### config.mk
export PLATFORM = sky130hd
export DESIGN_NAME = budget_action_sched
export DESIGN_NICKNAME = d
export VERILOG_FILES = /design/src/rtl/sched_pkg.sv /design/src/rtl/sched_conflict_pick.sv /design/src/rtl/sched_order_gate.sv /design/src/rtl/budget_action_sched.sv
export SDC_FILE = /design/constraint.sdc
export NUM_CORES = 1
export LEC_CHECK = 0
export ABC_CLOCK_PERIOD_IN_PS = 15750
export CAP_MARGIN = 40
export CORE_ASPECT_RATIO = 1.2
export CORE_UTILIZATION = 42
export DETAILED_ROUTE_END_ITERATION = 10
export HOLD_SLACK_MARGIN = 0.1
export MAX_ROUTING_LAYER = met4
export PLACE_DENSITY = 0.65
export SLEW_MARGIN = 20
export SYNTH_ARGS = -nofsm -noshare
export SYNTH_HDL_FRONTEND = slang
export SYNTH_SLANG_ARGS = --single-unit
### constraint.sdc
create_clock -name clk -period 15.75 [get_ports clk]
set_clock_uncertainty 0.2 [all_clocks]
set_input_delay 2.3625 -clock clk [delete_from_list [all_inputs] [get_ports clk]]
set_output_delay 2.3625 -clock clk [all_outputs]
set_load 0.05 [all_outputs]
### src/rtl/sched_pkg.sv
package sched_pkg;
   localparam int unsigned SCHED_MAX_ACT = 8;

   // true when candidate a outranks candidate b
   function automatic logic outranks(input int unsigned ua, input int unsigned ub,
                                     input int unsigned ia, input int unsigned ib);
      return (ua > ub) || ((ua == ub) && (ia < ib));
   endfunction
endpackage

### src/rtl/sched_conflict_pick.sv
module sched_conflict_pick
   import sched_pkg::*;
#(
   parameter int N_ACT = 4,
   parameter int URG_W = 3
) (
   input  logic [N_ACT-1:0]       ready,
   input  logic [N_ACT*N_ACT-1:0] conflict_m,
   input  logic [N_ACT*URG_W-1:0] urgency,
   output logic [N_ACT-1:0]       keep
);
   localparam int RK_W = $clog2(N_ACT) + 1;

   logic [URG_W-1:0] urg   [N_ACT];
   logic [N_ACT-1:0] clash [N_ACT];
   logic [RK_W-1:0]  rank  [N_ACT];

   genvar gi, gj;
   generate
      for (gi = 0; gi < N_ACT; gi++) begin : g_row
         assign urg[gi] = urgency[gi*URG_W +: URG_W];
         for (gj = 0; gj < N_ACT; gj++) begin : g_col
            if (gi == gj) begin : g_diag
               assign clash[gi][gj] = 1'b0;
            end else begin : g_off
               assign clash[gi][gj] = conflict_m[gi*N_ACT+gj] | conflict_m[gj*N_ACT+gi];
            end
         end
      end
   endgenerate

   // position of each action in the priority order
   always_comb begin
      for (int i = 0; i < N_ACT; i++) begin
         rank[i] = '0;
         for (int j = 0; j < N_ACT; j++) begin
            if (j != i && outranks(int'(urg[j]), int'(urg[i]), j, i))
               rank[i] = rank[i] + RK_W'(1);
         end
      end
   end

   // greedy walk in priority order
   always_comb begin
      logic [N_ACT-1:0] kept;
      kept = '0;
      for (int pos = 0; pos < N_ACT; pos++) begin
         for (int i = 0; i < N_ACT; i++) begin
            if (rank[i] == RK_W'(pos) && ready[i] && ((clash[i] & kept) == '0))
               kept[i] = 1'b1;
         end
      end
      keep = kept;
   end
endmodule

### src/rtl/sched_order_gate.sv
module sched_order_gate #(
   parameter int N_ACT = 4,
   parameter int W_W   = 4,
   parameter int SUM_W = 7
) (
   input  logic [N_ACT-1:0]       cand,
   input  logic [N_ACT*N_ACT-1:0] precede,
   input  logic [N_ACT*W_W-1:0]   weight,
   input  logic [SUM_W-1:0]       budget,
   output logic [N_ACT-1:0]       grant,
   output logic [SUM_W-1:0]       wsum
);
   localparam int IDX_W = (N_ACT > 1) ? $clog2(N_ACT) : 1;

   logic [W_W-1:0]   wt   [N_ACT];
   logic [N_ACT-1:0] pred [N_ACT];   // pred[b][a]: a must precede b

   genvar gi, gj;
   generate
      for (gi = 0; gi < N_ACT; gi++) begin : g_act
         assign wt[gi] = weight[gi*W_W +: W_W];
         for (gj = 0; gj < N_ACT; gj++) begin : g_pred
            if (gi == gj) begin : g_self
               assign pred[gi][gj] = 1'b0;
            end else begin : g_other
               assign pred[gi][gj] = precede[gj*N_ACT+gi];
            end
         end
      end
   endgenerate

   always_comb begin
      logic [N_ACT-1:0] remain;
      logic [SUM_W-1:0] run;
      logic [IDX_W-1:0] pick;
      logic             found;
      logic             halted;
      logic             first;
      remain = cand;
      run    = '0;
      halted = 1'b0;
      first  = 1'b1;
      grant  = '0;
      for (int step = 0; step < N_ACT; step++) begin
         found = 1'b0;
         pick  = '0;
         for (int i = 0; i < N_ACT; i++) begin
            if (!found && remain[i] && ((pred[i] & remain) == '0)) begin
               found = 1'b1;
               pick  = IDX_W'(i);
            end
         end
         // cyclic precedence: fall back to lowest index
         for (int i = 0; i < N_ACT; i++) begin
            if (!found && remain[i]) begin
               found = 1'b1;
               pick  = IDX_W'(i);
            end
         end
         if (found) begin
            remain[pick] = 1'b0;
            if (!halted) begin
               if (first || (run + SUM_W'(wt[pick]) <= budget)) begin
                  grant[pick] = 1'b1;
                  run         = run + SUM_W'(wt[pick]);
                  first       = 1'b0;
               end else begin
                  halted = 1'b1;
               end
            end
         end
      end
      wsum = run;
   end
endmodule

### src/rtl/budget_action_sched.sv
module budget_action_sched
   import sched_pkg::*;
#(
   parameter  int N_ACT = 4,
   parameter  int W_W   = 4,
   parameter  int URG_W = 3,
   localparam int SUM_W = W_W + $clog2(N_ACT + 1)
) (
   input  logic                   clk,
   input  logic                   rst_n,
   input  logic [N_ACT-1:0]       ready,
   input  logic [N_ACT*N_ACT-1:0] conflict_m,
   input  logic [N_ACT*N_ACT-1:0] precede,
   input  logic [N_ACT*URG_W-1:0] urgency,
   input  logic [N_ACT*W_W-1:0]   weight,
   input  logic [SUM_W-1:0]       budget,
   output logic [N_ACT-1:0]       grant,
   output logic [SUM_W-1:0]       grant_weight,
   output logic                   sync_pt
);
   initial begin : param_chk
      if (N_ACT < 2 || N_ACT > int'(SCHED_MAX_ACT))
         $error("N_ACT must lie in 2..%0d", SCHED_MAX_ACT);
      if (W_W < 1 || URG_W < 1)
         $error("weight and urgency widths must be positive");
   end

   logic [N_ACT-1:0] pend_q;
   logic [N_ACT-1:0] sel_c;
   logic [N_ACT-1:0] cand_c;
   logic [N_ACT-1:0] grant_c;
   logic [SUM_W-1:0] wsum_c;
   logic             fresh_c;

   sched_conflict_pick #(.N_ACT(N_ACT), .URG_W(URG_W)) u_pick (
      .ready      (ready),
      .conflict_m (conflict_m),
      .urgency    (urgency),
      .keep       (sel_c)
   );

   assign fresh_c = (pend_q == '0);
   assign cand_c  = fresh_c ? sel_c : pend_q;

   sched_order_gate #(.N_ACT(N_ACT), .W_W(W_W), .SUM_W(SUM_W)) u_gate (
      .cand    (cand_c),
      .precede (precede),
      .weight  (weight),
      .budget  (budget),
      .grant   (grant_c),
      .wsum    (wsum_c)
   );

   always_ff @(posedge clk or negedge rst_n) begin
      if (!rst_n) begin
         pend_q       <= '0;
         grant        <= '0;
         grant_weight <= '0;
         sync_pt      <= 1'b0;
      end else begin
         pend_q       <= cand_c & ~grant_c;
         grant        <= grant_c;
         grant_weight <= wsum_c;
         sync_pt      <= fresh_c;
      end
   end
endmodule

==> Word-level counts from Yosys, hierarchy flattened <==
Index checks and enable logic that the tools add are counted.
{ "totals": {"n_memories": 0, "ramBits": 0, "latch_bits": 0, "regBits": 16, "mem_bits_ro": 0, "output_inout_bits": 12, "in_bits": 73, "wordCells": 405} }
{ "classes": {"bitwise": 52, "n_reduce_logical": 152, "order_cmp": 27, "n_mux": 141, "div": 0, "n_mul": 0, "n_shift": 0, "n_eq_ne": 18, "n_addsub": 11} }
{ "ops": {"columns": ["cell", "count"], "rows": [
  ["$logic_not A4 Y1", 32],
  ["$and A4 B4 Y4", 25],
  ["$mux W4", 22],
  ["$logic_and A1 B1 Y1", 79],
  ["$mux W1", 71],
  ["$mux W7", 8],
  ["$mux W2", 24],
  ["$gt A3 B3 Y1", 12],
  ["$bmux W4 S2", 4],
  ["$and A3 B4 Y4", 7],
  ["$logic_not A1 Y1", 28],
  ["$add A3 B1 Y3 const B", 8],
  ["$eq A3 B2 Y1 const B", 8],
  ["$mux W3", 8],
  ["$eq A3 B3 Y1", 6],
  ["$not A4 Y4", 4],
  ["$add A7 B4 Y7", 2],
  ["$le A7 B7 Y1", 2],
  ["$eq A3 B1 Y1 const B", 4],
  ["$ge A3 B3 Y1 const B", 4],
  ["$logic_not A3 Y1", 4],
  ["$lt A2 B3 Y1 const B", 4],
  ["$not A2 Y3", 4],
  ["$or A4 B4 Y4", 3],
  ["other kinds (9)", 28]
]} }

==> Logic depth before layout (Yosys ltp) <==
Gate-level depths: netlist (run 1).
{ "logic_depth": {"word_depth": 215, "depth_mapped": 77, "depth_no_buf": 73} }

==> Modules after synthesis <==
Synthesis (run 1) repeated with hierarchy kept, for this count alone.
{ "hier_totals": {"hier_cells": 699, "hier_area_um2": 5210.0} }
{ "by_module_without_submodules": {"columns": ["module", "n_inst", "area_each_um2", "cells_per_inst", "seq_area_each_um2"], "rows": [
  ["sched_order_gate", 1, 2954.1, 407, 0.0],
  ["sched_conflict_pick", 1, 1759.2, 259, 0.0],
  ["budget_action_sched", 1, 496.7, 33, 400.4]
]} }

==> Least setup slack after synthesis (run 1) <==
No wires, ideal clock.
{ "synth_timing": {"path_type": "input to register", "startpoint": "input port urgency[4]", "endpoint": "register grant_weight[0]", "stages": 73, "path_buffers": 2, "setup_ns": 0.128, "required_time_ns": 15.422, "arrival_time_ns": 16.449, "path_slack_ns": -1.026, "path_cell_list": "inv_1 ha_1 nand3_1 o21ai_1 or2_2 buf_2 inv_1 ha_1 or2_1 o31ai_2 o311ai_4 a21o_2 o311a_4 o31a_1 a21boi_1 o221ai_1 o211ai_2 a211o_1 (+37 left out) o21ai_2 mux2i_1 inv_1 ha_1 a21o_1 a21oi_1 nor2b_1 o22ai_1 xor2_1 ha_1 a21o_1 a21oi_1 o21ai_0 o21ai_0 or2_2 nand3_1 a31oi_4 mux2_1"} }
{ "synth_via": {"elab_chain_len": 213} }
{ "synth_rtl": {"columns": ["item", "line_no", "source"], "rows": [
  ["start, declared", "budget_action_sched.sv:14", "input logic [N_ACT*URG_W-1:0] urgency,"],
  ["$gt A3 B3 Y1", "sched_pkg.sv:7", "return (ua > ub) || ((ua == ub) && (ia < ib));"],
  ["$mux W1", "sched_conflict_pick.sv:37", "if (j != i && outranks(int'(urg[j]), int'(urg[i]), j, i))"],
  ["$add A3 B1 Y3", "sched_conflict_pick.sv:38", "rank[i] = rank[i] + RK_W'(1);"],
  ["$mux W3", "sched_conflict_pick.sv:37", null],
  ["$add A3 B1 Y3", "sched_conflict_pick.sv:38", null],
  ["$mux W3", "sched_conflict_pick.sv:37", null],
  ["$logic_not A3 Y1", "sched_conflict_pick.sv:49", "if (rank[i] == RK_W'(pos) && ready[i] && ((clash[i] & kept) == '0))"],
  ["$logic_and A1 B1 Y1", "sched_conflict_pick.sv:49", null],
  ["(+197 left out)", null, null],
  ["$mux W4 (not written as such) (2 in series)", "sched_order_gate.sv:63, sched_order_gate.sv:65", null],
  ["$add A7 B4 Y7", "sched_order_gate.sv:63, sched_order_gate.sv:65", null],
  ["$le A7 B7 Y1", "sched_order_gate.sv:63", "if (first || (run + SUM_W'(wt[pick]) <= budget)) begin"],
  ["$logic_or A1 B1 Y1", "sched_order_gate.sv:63", null],
  ["$mux W7", "sched_order_gate.sv:63", null],
  ["$mux W7", "sched_order_gate.sv:62", "if (!halted) begin"],
  ["$mux W7 *", "sched_order_gate.sv:60", "if (found) begin"],
  ["via u_gate.wsum[0]", "sched_order_gate.sv:11", "output logic [SUM_W-1:0] wsum"],
  ["end signal, assigned", "budget_action_sched.sv:63", "grant_weight <= wsum_c;"],
  ["end, declared", "budget_action_sched.sv:18", "output logic [SUM_W-1:0] grant_weight,"]
]} }
The timed path passes the listed nets; every way through them passes the cells marked *. The select of a mux whose other input is x is not followed.

==> Worst setup path after layout (run 1) <==
{ "layout_timing": {"startpoint": "input port urgency[1]", "endpoint": "register grant_weight[3]"} }
The elaborated chain is that of the path after synthesis.

==> flow_metrics.py, run 1 <==
metrics = {
    "setup_path": {
        "end_kind": "register",
        "arrival_ps": 16720,
        "r2r_slack_ps": 3530,
        "path_common_cell": "ha_4",
        "cp-start-kind": "input pin",
        "crit_path_max_fanout": 6,
        "path_class": "input pin to register",
        "required_ps": 15680,
        "r2r_end": "grant_weight[3]$_DFF_PN0_",
        "reg2reg_depth": 57,
        "crit-reg2reg-launch": "pend_q[2]$_DFF_PN0_",
        "path_delay_family": "compound AO/OA/AOI/OAI gates",
        "crit_slowest_cell": "or4_4",
        "slowest_delay_ps": 580,
        "critPathLaunch": "urgency[1]",
        "cp_num_buf_inv": 11,
        "critical_path_depth": 75,
        "crit_end": "grant_weight[3]$_DFF_PN0_",
    },
    "clock_network": {
        "cts.clk_slew.worst_paths_ps": 50,
        "clk_path_buf_depth": 2,
        "cts_tree": "built",
        "numCtsBuffers": 3,
        "postCtsHoldBufs": 0,
        "htreeDepth": 1,
        "clock_latency_ps": 250,
        "clkSinkCount": 16,
        "root_buffer": "clkbuf_16",
    },
    "cells_and_area": {
        "area_growth_pct": 79.5,
        "finalInstanceArea_mm2": 0.00932,
        "diodes": 0,
        "drive_above_1_share": 0.466,
        "fin_nets": 1172,
    },
    "logic_synthesis": {
        "syn-mean-instance-area_um2": 7.64,
        "synthTopCellsByArea": "ha_1 13%, dfrtp_1 7.7%, a21oi_1 4.5%, inv_1 3.6%, nor2_1 3.3%",
        "synth_flop_cell": "dfrtp_1",
        "synth_xor_area_frac": 0.0169,
        "synth_adder_area_share": 0.139,
        "synth_nets": 808,
        "yosysTopAreaCell": "ha_1",
        "synth_cells": 680,
        "synth-seq-area-share": 0.0771,
        "synth_compound_area_frac": 0.450,
        "ys_seq_elements": 16,
        "synth_top_family_by_area": "compound AO/OA/AOI/OAI gates",
        "yosysUniqueCellTypes": 106,
        "yosysWarningCount": 0,
        "yosysTopAreaCellShare": 0.125,
        "synth_mux_area_frac": 0.0506,
        "syn-cell-area_mm2": 0.00519,
        "synth-simple-area-share": 0.216,
        "async_flop_share": 1.00,
        "synth_edf_count": 0,
    },
    "timing": {
        "finalWorstSetupSlack_ps": -1040,
        "slew_violations": 0,
        "worst_slew_pin_slew_ps": 891,
        "finalCritPeriodShare": 1.07,
        "setup_viol": 15,
        "slew_headroom": 0.400,
        "rsz0062_at_grt": "true",
        "timing.fmax_ghz": 0.0596,
        "hold_viol_final": 0,
        "whs_ps": 598,
        "period_needed_ps": 16790,
    },
    "detailed_routing": {
        "ant_nets": 0,
        "dr.pass1.iters": 6,
        "viasPerCell": 6.06,
        "vias": 7294,
        "drt_iter0_drc": 360,
        "drt_wl_total_mm": 23.2,
        "wl_per_cell_um": 19.3,
        "drc": 0,
    },
    "placed_design": {
        "place_congestion": 1.02,
        "post-dp-hpwl_mm": 18.5,
        "dpl_cell_area_mm2": 0.00834,
        "dpl_worst_slack_ps": -2080,
        "portBuffers": 76,
    },
    "global_route": {
        "grt_pass1_vias": 7256,
        "grt_pass1_wl_mm": 35.0,
        "grt_max_degree": 17,
        "grt_usage": 0.351,
        "antenna_found_initial": 0,
        "grt_overflow": 0,
    },
    "run": {
        "maxCapViolCount": 0,
    },
    "floorplanning": {
        "coreArea_mm2": 0.0121,
        "dieArea_mm2": 0.0128,
        "start_util": 0.431,
        "ioPinCount": 85,
        "num_rows": 44,
        "die_width_um": 104,
        "dieHeight_um": 124,
    },
    "status": {
        "status": "finished with violations",
        "violations": "negative setup slack",
    },
    "hold_path": {
        "hp-class": "register to register",
    },
}
logic make-up (layout without fill, tap and decap cells):
family | after synthesis | after routing
flops | 16 | 16
mux | 25 | 25
xor+xnor | 10 | 10
buf+inv | 68 | 431
simple gates | 210 | 210
fa+ha+maj | 56 | 56
compound gates | 295 | 295
state kept, by name, summed over array words and instances (netlist names):
register,cells
grant_weight,7
grant,4
sync_pt,1
pend_q,4
routing by layer:
layer / up-vias / global-route usage / part of all wire
li1: 3415 / - / -
met1: 3456 / 0.354 / 0.37
met2: 306 / 0.681 / 0.53
met3: 117 / 0.0235 / 0.044
met4: 0 / 0.197 / 0.060
met5: - / - / 0
layout by cell type (no fill, tap or decap), types with 7 or more instances in the layout:
cell             netlist  final
nand2b_1              12     11
dlymetal6s2s_1         0      7
o31ai_1                8      7
o21ai_2                6     10
clkdlybuf4s50_1        0     64
dfrtp_1               16     16
inv_2                  2      9
or2_2                 15     11
a31oi_1                7      7
o22ai_1               17     17
a21oi_1               47     37
ha_4                   0     18
ha_1                  52     33
inv_1                 50     37
o21a_1                16     15
a21o_1                13     13
nand3_1               21     15
nor2b_1                9      7
a21oi_2                2     10
nor2_1                46     45
mux2i_1               15     12
o21ai_1               15     17
buf_4                  1    288
buf_6                  0     10
o21ai_0               26     17
nor3_1                14      9
o22a_1                 8      8
o211ai_1              11     11
nand2_1               42     39
nand4_1                8      8
worst reg2reg max path, delay by kind of cell, from the launching register on:
| family | cells | cell delay, ps |
|---|---|---|
| simple gates | 14 | 2400 |
| buf+inv | 6 | 870 |
| mux | 4 | 1080 |
| xor+xnor | 1 | 210 |
| fa+ha+maj | 7 | 2320 |
| flops | 1 | 480 |
| compound gates | 25 | 4590 |
worst min-delay path by stage:
stage / startpoint / end / slack (ps) / cells past startpoint
after floorplan: pend_q[2]$_DFF_PN0_ / pend_q[2]$_DFF_PN0_ / 560 / 2
after global placement: pend_q[1]$_DFF_PN0_ / sync_pt$_DFF_PN0_ / 530 / 2
after detailed placement: pend_q[1]$_DFF_PN0_ / sync_pt$_DFF_PN0_ / 540 / 2
after CTS: pend_q[1]$_DFF_PN0_ / sync_pt$_DFF_PN0_ / 550 / 2
after global routing: pend_q[1]$_DFF_PN0_ / sync_pt$_DFF_PN0_ / 640 / 2
final: pend_q[1]$_DFF_PN0_ / sync_pt$_DFF_PN0_ / 600 / 2
final cells by class:
class	count	area (µm²)
Tap cell	161	201
Inverter	52	223
Timing Repair Buffer	375	3050
Clock buffer	4	88.8
Fill cell	845	2730
Sequential cell	16	400
Multi-Input combinational cell	596	5360
cells in the mapped netlist (9+ instances only):
cell type	count
ha_1	52
inv_1	50
a21oi_1	47
nor2_1	46
nand2_1	42
o21ai_0	26
nand3_1	21
o22ai_1	17
dfrtp_1	16
o21a_1	16
mux2i_1	15
o21ai_1	15
or2_2	15
nor3_1	14
a21o_1	13
nand2b_1	12
o211ai_1	11
nor2b_1	9
timing repair:
action | in CTS | in global routing
setup endpoints to repair | 15 | 15
gates resized for setup | 32 | 96
buffers inserted | 17 | 22
pin swaps | 33 | 57
gates cloned | 0 | 0
hold endpoints to repair | 0 | 0
through the flow:
step / setup TNS, ps / cells / util
finish: -13520 / 1204 / 0.773
global route: -22260 / 1204 / 0.773
CTS: -15320 / 1183 / 0.722
detailed placement: -29140 / 1162 / 0.691
global placement: -24870 / 1161 / 0.690
floorplan: -969 / 680 / -
Power of run 1 is left out: the tool's default activity adds up to more than one toggle a clock period on the data nets, which glitch-free logic cannot reach.
==> run 2: changes to the inputs <==
--- a/config.mk
+++ b/config.mk
@@ -8,11 +8,13 @@
 export ABC_CLOCK_PERIOD_IN_PS = 15750
 export CAP_MARGIN = 40
 export CORE_ASPECT_RATIO = 1.2
+export CORE_MARGIN = 1
 export CORE_UTILIZATION = 42
 export DETAILED_ROUTE_END_ITERATION = 10
 export HOLD_SLACK_MARGIN = 0.1
 export MAX_ROUTING_LAYER = met4
 export PLACE_DENSITY = 0.65
+export SETUP_SLACK_MARGIN = 0.05
 export SLEW_MARGIN = 20
 export SYNTH_ARGS = -nofsm -noshare
 export SYNTH_HDL_FRONTEND = slang
==> flow_metrics.py, run 2 (same netlist as run 1, synthesis figures left out) <==
metrics = {
    "status": {
        "status": "finished with violations",
        "violations": "negative setup slack",
    },
    "global_route": {
        "grt_max_degree": 17,
        "grt_pass1_wl_mm": 36.8,
        "top_usage_layer": "met2",
        "antenna_found_initial": 0,
        "grt_usage": 0.368,
        "grt_overflow": 0,
        "met1_usage": 0.369,
        "grt_pass1_vias": 7553,
        "grt_util_met2": 0.709,
        "use_met3": 0.0246,
    },
    "placed_design": {
        "place_congestion": 1.02,
        "post-dp-hpwl_mm": 18.5,
        "dpl_cell_area_mm2": 0.00834,
        "portBuffers": 76,
    },
    "cells_and_area": {
        "area_growth_pct": 81.5,
        "fin_nets": 1184,
        "layout_commonest_cell": "buf_4",
        "diodes": 0,
        "largest_register_ffs": 7,
        "finalInstanceArea_mm2": 0.00942,
        "post-route-util": 0.782,
        "largestRegisters": "grant_weight: 7 flops, grant: 4 flops, pend_q: 4 flops",
        "final_cell_mix": "292 x buf_4, 64 x clkdlybuf4s50_1, 45 x nor2_1",
        "max_flop_register": "grant_weight",
        "drive_above_1_share": 0.479,
    },
    "timing": {
        "worst_slew_pin_slew_ps": 869,
        "finalCritPeriodShare": 1.07,
        "period_needed_ps": 16840,
        "finalWorstSetupSlack_ps": -1090,
        "hold_viol_final": 0,
        "setup_viol": 15,
        "slew_headroom": 0.414,
        "timing.fmax_ghz": 0.0594,
        "slew_violations": 0,
        "rsz0062_at_grt": "true",
    },
    "clock_network": {
        "cts.clk_slew.worst_paths_ps": 50,
        "cts_tree": "built",
        "numCtsBuffers": 3,
        "clk_path_buf_depth": 2,
        "clock_latency_ps": 250,
        "root_buffer": "clkbuf_16",
        "postCtsHoldBufs": 0,
        "htreeDepth": 1,
        "clkSinkCount": 16,
    },
    "setup_path": {
        "path_common_cell": "buf_4",
        "arrival_ps": 16780,
        "cp-start-kind": "input pin",
        "crit_slowest_cell": "or4_4",
        "slowest_delay_ps": 600,
        "path_class": "input pin to register",
        "required_ps": 15690,
        "end_kind": "register",
        "crit_path_max_fanout": 6,
    },
    "detailed_routing": {
        "ant_nets": 0,
        "drt_wl_total_mm": 23.7,
        "drt_iter0_drc": 378,
        "dr.pass1.iters": 5,
        "drc": 0,
        "vias": 7393,
        "wl_per_cell_um": 19.5,
        "viasPerCell": 6.08,
    },
    "floorplanning": {
        "dieArea_mm2": 0.0128,
        "num_rows": 44,
        "start_util": 0.431,
        "dieHeight_um": 124,
        "die_width_um": 104,
        "ioPinCount": 85,
        "coreArea_mm2": 0.0121,
    },
    "run": {
        "maxCapViolCount": 0,
    },
    "hold_path": {
        "hp-class": "register to register",
    },
}
-- run 2: final timing paths --
| path | from | to | slack [ps] | cells past startpoint |
|---|---|---|---|---|
| setup / recovery | urgency[3] | grant_weight[5]$_DFF_PN0_ | -1090 | 76 |
| hold / removal | pend_q[1]$_DFF_PN0_ | sync_pt$_DFF_PN0_ | 630 | 2 |
| setup reg to reg | pend_q[2]$_DFF_PN0_ | grant_weight[5]$_DFF_PN0_ | 3500 | 56 |
| hold reg to reg | pend_q[1]$_DFF_PN0_ | sync_pt$_DFF_PN0_ | 630 | 2 |
| max in group asynchronous | rst_n | pend_q[1]$_DFF_PN0_ | 12560 | 1 |
| min in group asynchronous | rst_n | grant_weight[5]$_DFF_PN0_ | 2340 | 1 |
-- run 2: what timing repair did --
| action | CTS | global route |
|---|---|---|
| setup endpoints to repair | 15 | 15 |
| pin swaps | 86 | 23 |
| resized for setup | 123 | 31 |
| buffers inserted | 41 | 11 |
-- run 2: final cells by class --
class                      instances  area, µm²
clock buffer                       4       88.8
fill                             833       2630
inverter                          52        223
multi-input combinational        596       5370
sequential                        16        400
tap                              161        201
timing repair buffer             387       3140
-- run 2: routing by layer --
metal,part of all wire,wire [µm],vias to the layer above
li1,-,-,3444
met1,0.38,8940,3554
met2,0.53,12500,285
met3,0.036,856,110
met4,0.060,1430,0
met5,0,0,-
-- run 2: through the flow --
| stage | cells | hold WS [ps] | TNS, ps | setup WS [ps] |
|---|---|---|---|---|
| 2_1_floorplan | 680 | 564 | -969 | -230 |
| 3_3_place_gp | 1161 | 531 | -24870 | -1800 |
| 3_5_place_dp | 1162 | 541 | -29140 | -2080 |
| 4_1_cts | 1205 | 591 | -9580 | -723 |
| 5_1_grt | 1216 | 671 | -21980 | -1560 |
| 6_report | 1216 | 630 | -13450 | -1090 |
-- run 2: critical path, delay by kind of cell --
kind                     cells  cell delay [ps]
XOR/XNOR                     3              490
multiplexers                 2              690
buffers and inverters       13             2020
AND/OR/NAND/NOR             15             2760
adder cells (fa/ha/maj)      9             2350
AO/OA/AOI/OAI               34             6070
Power of run 2 is left out for the same reason.
==> run 3: changes to the inputs <==
--- a/config.mk
+++ b/config.mk
@@ -7,13 +7,12 @@
 export LEC_CHECK = 0
 export ABC_CLOCK_PERIOD_IN_PS = 15750
 export CAP_MARGIN = 40
-export CORE_ASPECT_RATIO = 1.2
-export CORE_MARGIN = 1
 export CORE_UTILIZATION = 42
 export DETAILED_ROUTE_END_ITERATION = 10
 export HOLD_SLACK_MARGIN = 0.1
 export MAX_ROUTING_LAYER = met4
 export PLACE_DENSITY = 0.65
+export RECOVER_POWER = 50
 export SETUP_SLACK_MARGIN = 0.05
 export SLEW_MARGIN = 20
 export SYNTH_ARGS = -nofsm -noshare
==> flow_metrics.py, run 3 (same netlist as run 1, synthesis figures left out) <==
metrics = {
    "status": {
        "status": "finished with violations",
        "violations": "negative setup slack",
    },
    "timing": {
        "timing.fmax_ghz": 0.0590,
        "slew_violations": 0,
        "finalCritPeriodShare": 1.08,
        "period_needed_ps": 16940,
        "worst_slew_pin_slew_ps": 854,
        "hold_viol_final": 0,
        "setup_viol": 15,
        "rsz0062_at_grt": "true",
        "finalWorstSetupSlack_ps": -1190,
        "slew_headroom": 0.426,
    },
    "setup_path": {
        "path_class": "input pin to register",
        "end_kind": "register",
        "arrival_ps": 16870,
        "r2r_slack_ps": 3410,
        "required_ps": 15680,
        "slowest_delay_ps": 580,
        "crit-reg2reg-launch": "pend_q[2]$_DFF_PN0_",
        "crit_path_max_fanout": 7,
        "r2r_end": "grant_weight[0]$_DFF_PN0_",
        "reg2reg_depth": 58,
        "cp-start-kind": "input pin",
        "crit_slowest_cell": "fa_2",
    },
    "global_route": {
        "grt_overflow": 0,
        "grt_usage": 0.351,
        "grt_max_degree": 13,
        "grt_pass1_vias": 7226,
        "grt_pass1_wl_mm": 35.3,
        "antenna_found_initial": 0,
    },
    "floorplanning": {
        "num_rows": 40,
        "die_width_um": 113,
        "ioPinCount": 85,
        "dieArea_mm2": 0.0128,
        "coreArea_mm2": 0.0120,
        "start_util": 0.432,
        "dieHeight_um": 113,
    },
    "hold_path": {
        "hp-class": "register to register",
        "whs_path_depth": 2,
        "hold_path_end": "sync_pt$_DFF_PN0_",
        "min-delay-start": "pend_q[1]$_DFF_PN0_",
    },
    "placed_design": {
        "portBuffers": 76,
        "post-dp-hpwl_mm": 17.9,
        "place_congestion": 0.958,
    },
    "cells_and_area": {
        "area_growth_pct": 85.6,
        "diodes": 0,
        "drive_above_1_share": 0.512,
        "largestRegisters": "grant_weight: 7 flops, grant: 4 flops, pend_q: 4 flops",
        "multiInputGateArea_mm2": 0.00555,
        "max_flop_register": "grant_weight",
        "final_cell_mix": "298 x buf_4, 63 x clkdlybuf4s50_1, 39 x nor2_1",
        "n_fill_cell": 778,
        "layout_commonest_cell": "buf_4",
        "seqCellArea_um2": 400,
        "post-route-util": 0.802,
        "largest_register_ffs": 7,
        "fin_nets": 1188,
    },
    "clock_network": {
        "clk_path_buf_depth": 2,
        "clock_latency_ps": 260,
        "numCtsBuffers": 3,
        "root_buffer": "clkbuf_16",
        "clkSinkCount": 16,
        "cts_tree": "built",
        "postCtsHoldBufs": 0,
        "cts.clk_slew.worst_paths_ps": 60,
        "htreeDepth": 1,
    },
    "detailed_routing": {
        "vias": 7520,
        "viasPerCell": 6.24,
        "drc": 0,
        "dr.pass1.iters": 5,
        "ant_nets": 0,
        "wl_per_cell_um": 20.1,
        "drt_wl_total_mm": 24.2,
        "drt_iter0_drc": 559,
    },
    "run": {
        "maxCapViolCount": 0,
    },
}
[run 3: per-stage QoR]
step / setup TNS (ps) / cell area (µm²) / setup slack (ps) / hold WS [ps] / instances
after CTS: -14260 / 8830 / -1030 / 648 / 1168
after global placement: -20720 / 8210 / -1500 / 582 / 1136
after floorplan: -969 / 5490 / -230 / 564 / 680
final: -16300 / 9640 / -1190 / 654 / 1206
after global routing: -22650 / 9640 / -1600 / 710 / 1206
after detailed placement: -25190 / 8230 / -1800 / 595 / 1137
[run 3: metal layers]
metal  wire (µm)  global-route usage  vias up
met3        1670              0.0220       78
met2       11700               0.593      418
met5           0                   -        -
met4         922               0.140        0
li1            -                   -     3455
met1        9950               0.436     3569
[run 3: timing repair]
| action | in CTS | in global routing |
|---|---|---|
| buffers inserted | 27 | 41 |
| pin swaps | 75 | 109 |
| gates resized for setup | 64 | 137 |
| endpoints found under the setup margin | 15 | 15 |
[run 3: how the worst max path moves through the flow]
stage / from / endpoint / slack [ps] / depth (start not counted)
6_report: urgency[2] / grant_weight[0]$_DFF_PN0_ / -1190 / 77
5_1_grt: urgency[2] / grant_weight[2]$_DFF_PN0_ / -1600 / 78
3_5_place_dp: urgency[6] / grant_weight[0]$_DFF_PN0_ / -1800 / 75
2_1_floorplan: urgency[6] / grant_weight[0]$_DFF_PN0_ / -230 / 74
4_1_cts: urgency[6] / grant_weight[0]$_DFF_PN0_ / -1030 / 76
3_3_place_gp: urgency[6] / grant_weight[0]$_DFF_PN0_ / -1500 / 74
[run 3: critical path, delay by kind of cell]
kind | cells | cell delay, ps
compound gates | 32 | 5590
xor+xnor | 2 | 450
fa+ha+maj | 10 | 3010
buf+inv | 11 | 1260
mux | 3 | 1000
simple gates | 19 | 3160
[run 3: area by class of cell]
| class | count | share of cell area |
|---|---|---|
| multi-input cells | 596 | 0.576 |
| repair buffers | 391 | 0.331 |
| flip-flops and latches | 16 | 0.0415 |
| inverters | 52 | 0.0231 |
| well taps | 147 | 0.0191 |
| clock buffers | 4 | 0.00922 |
Power of run 3 is left out for the same reason.
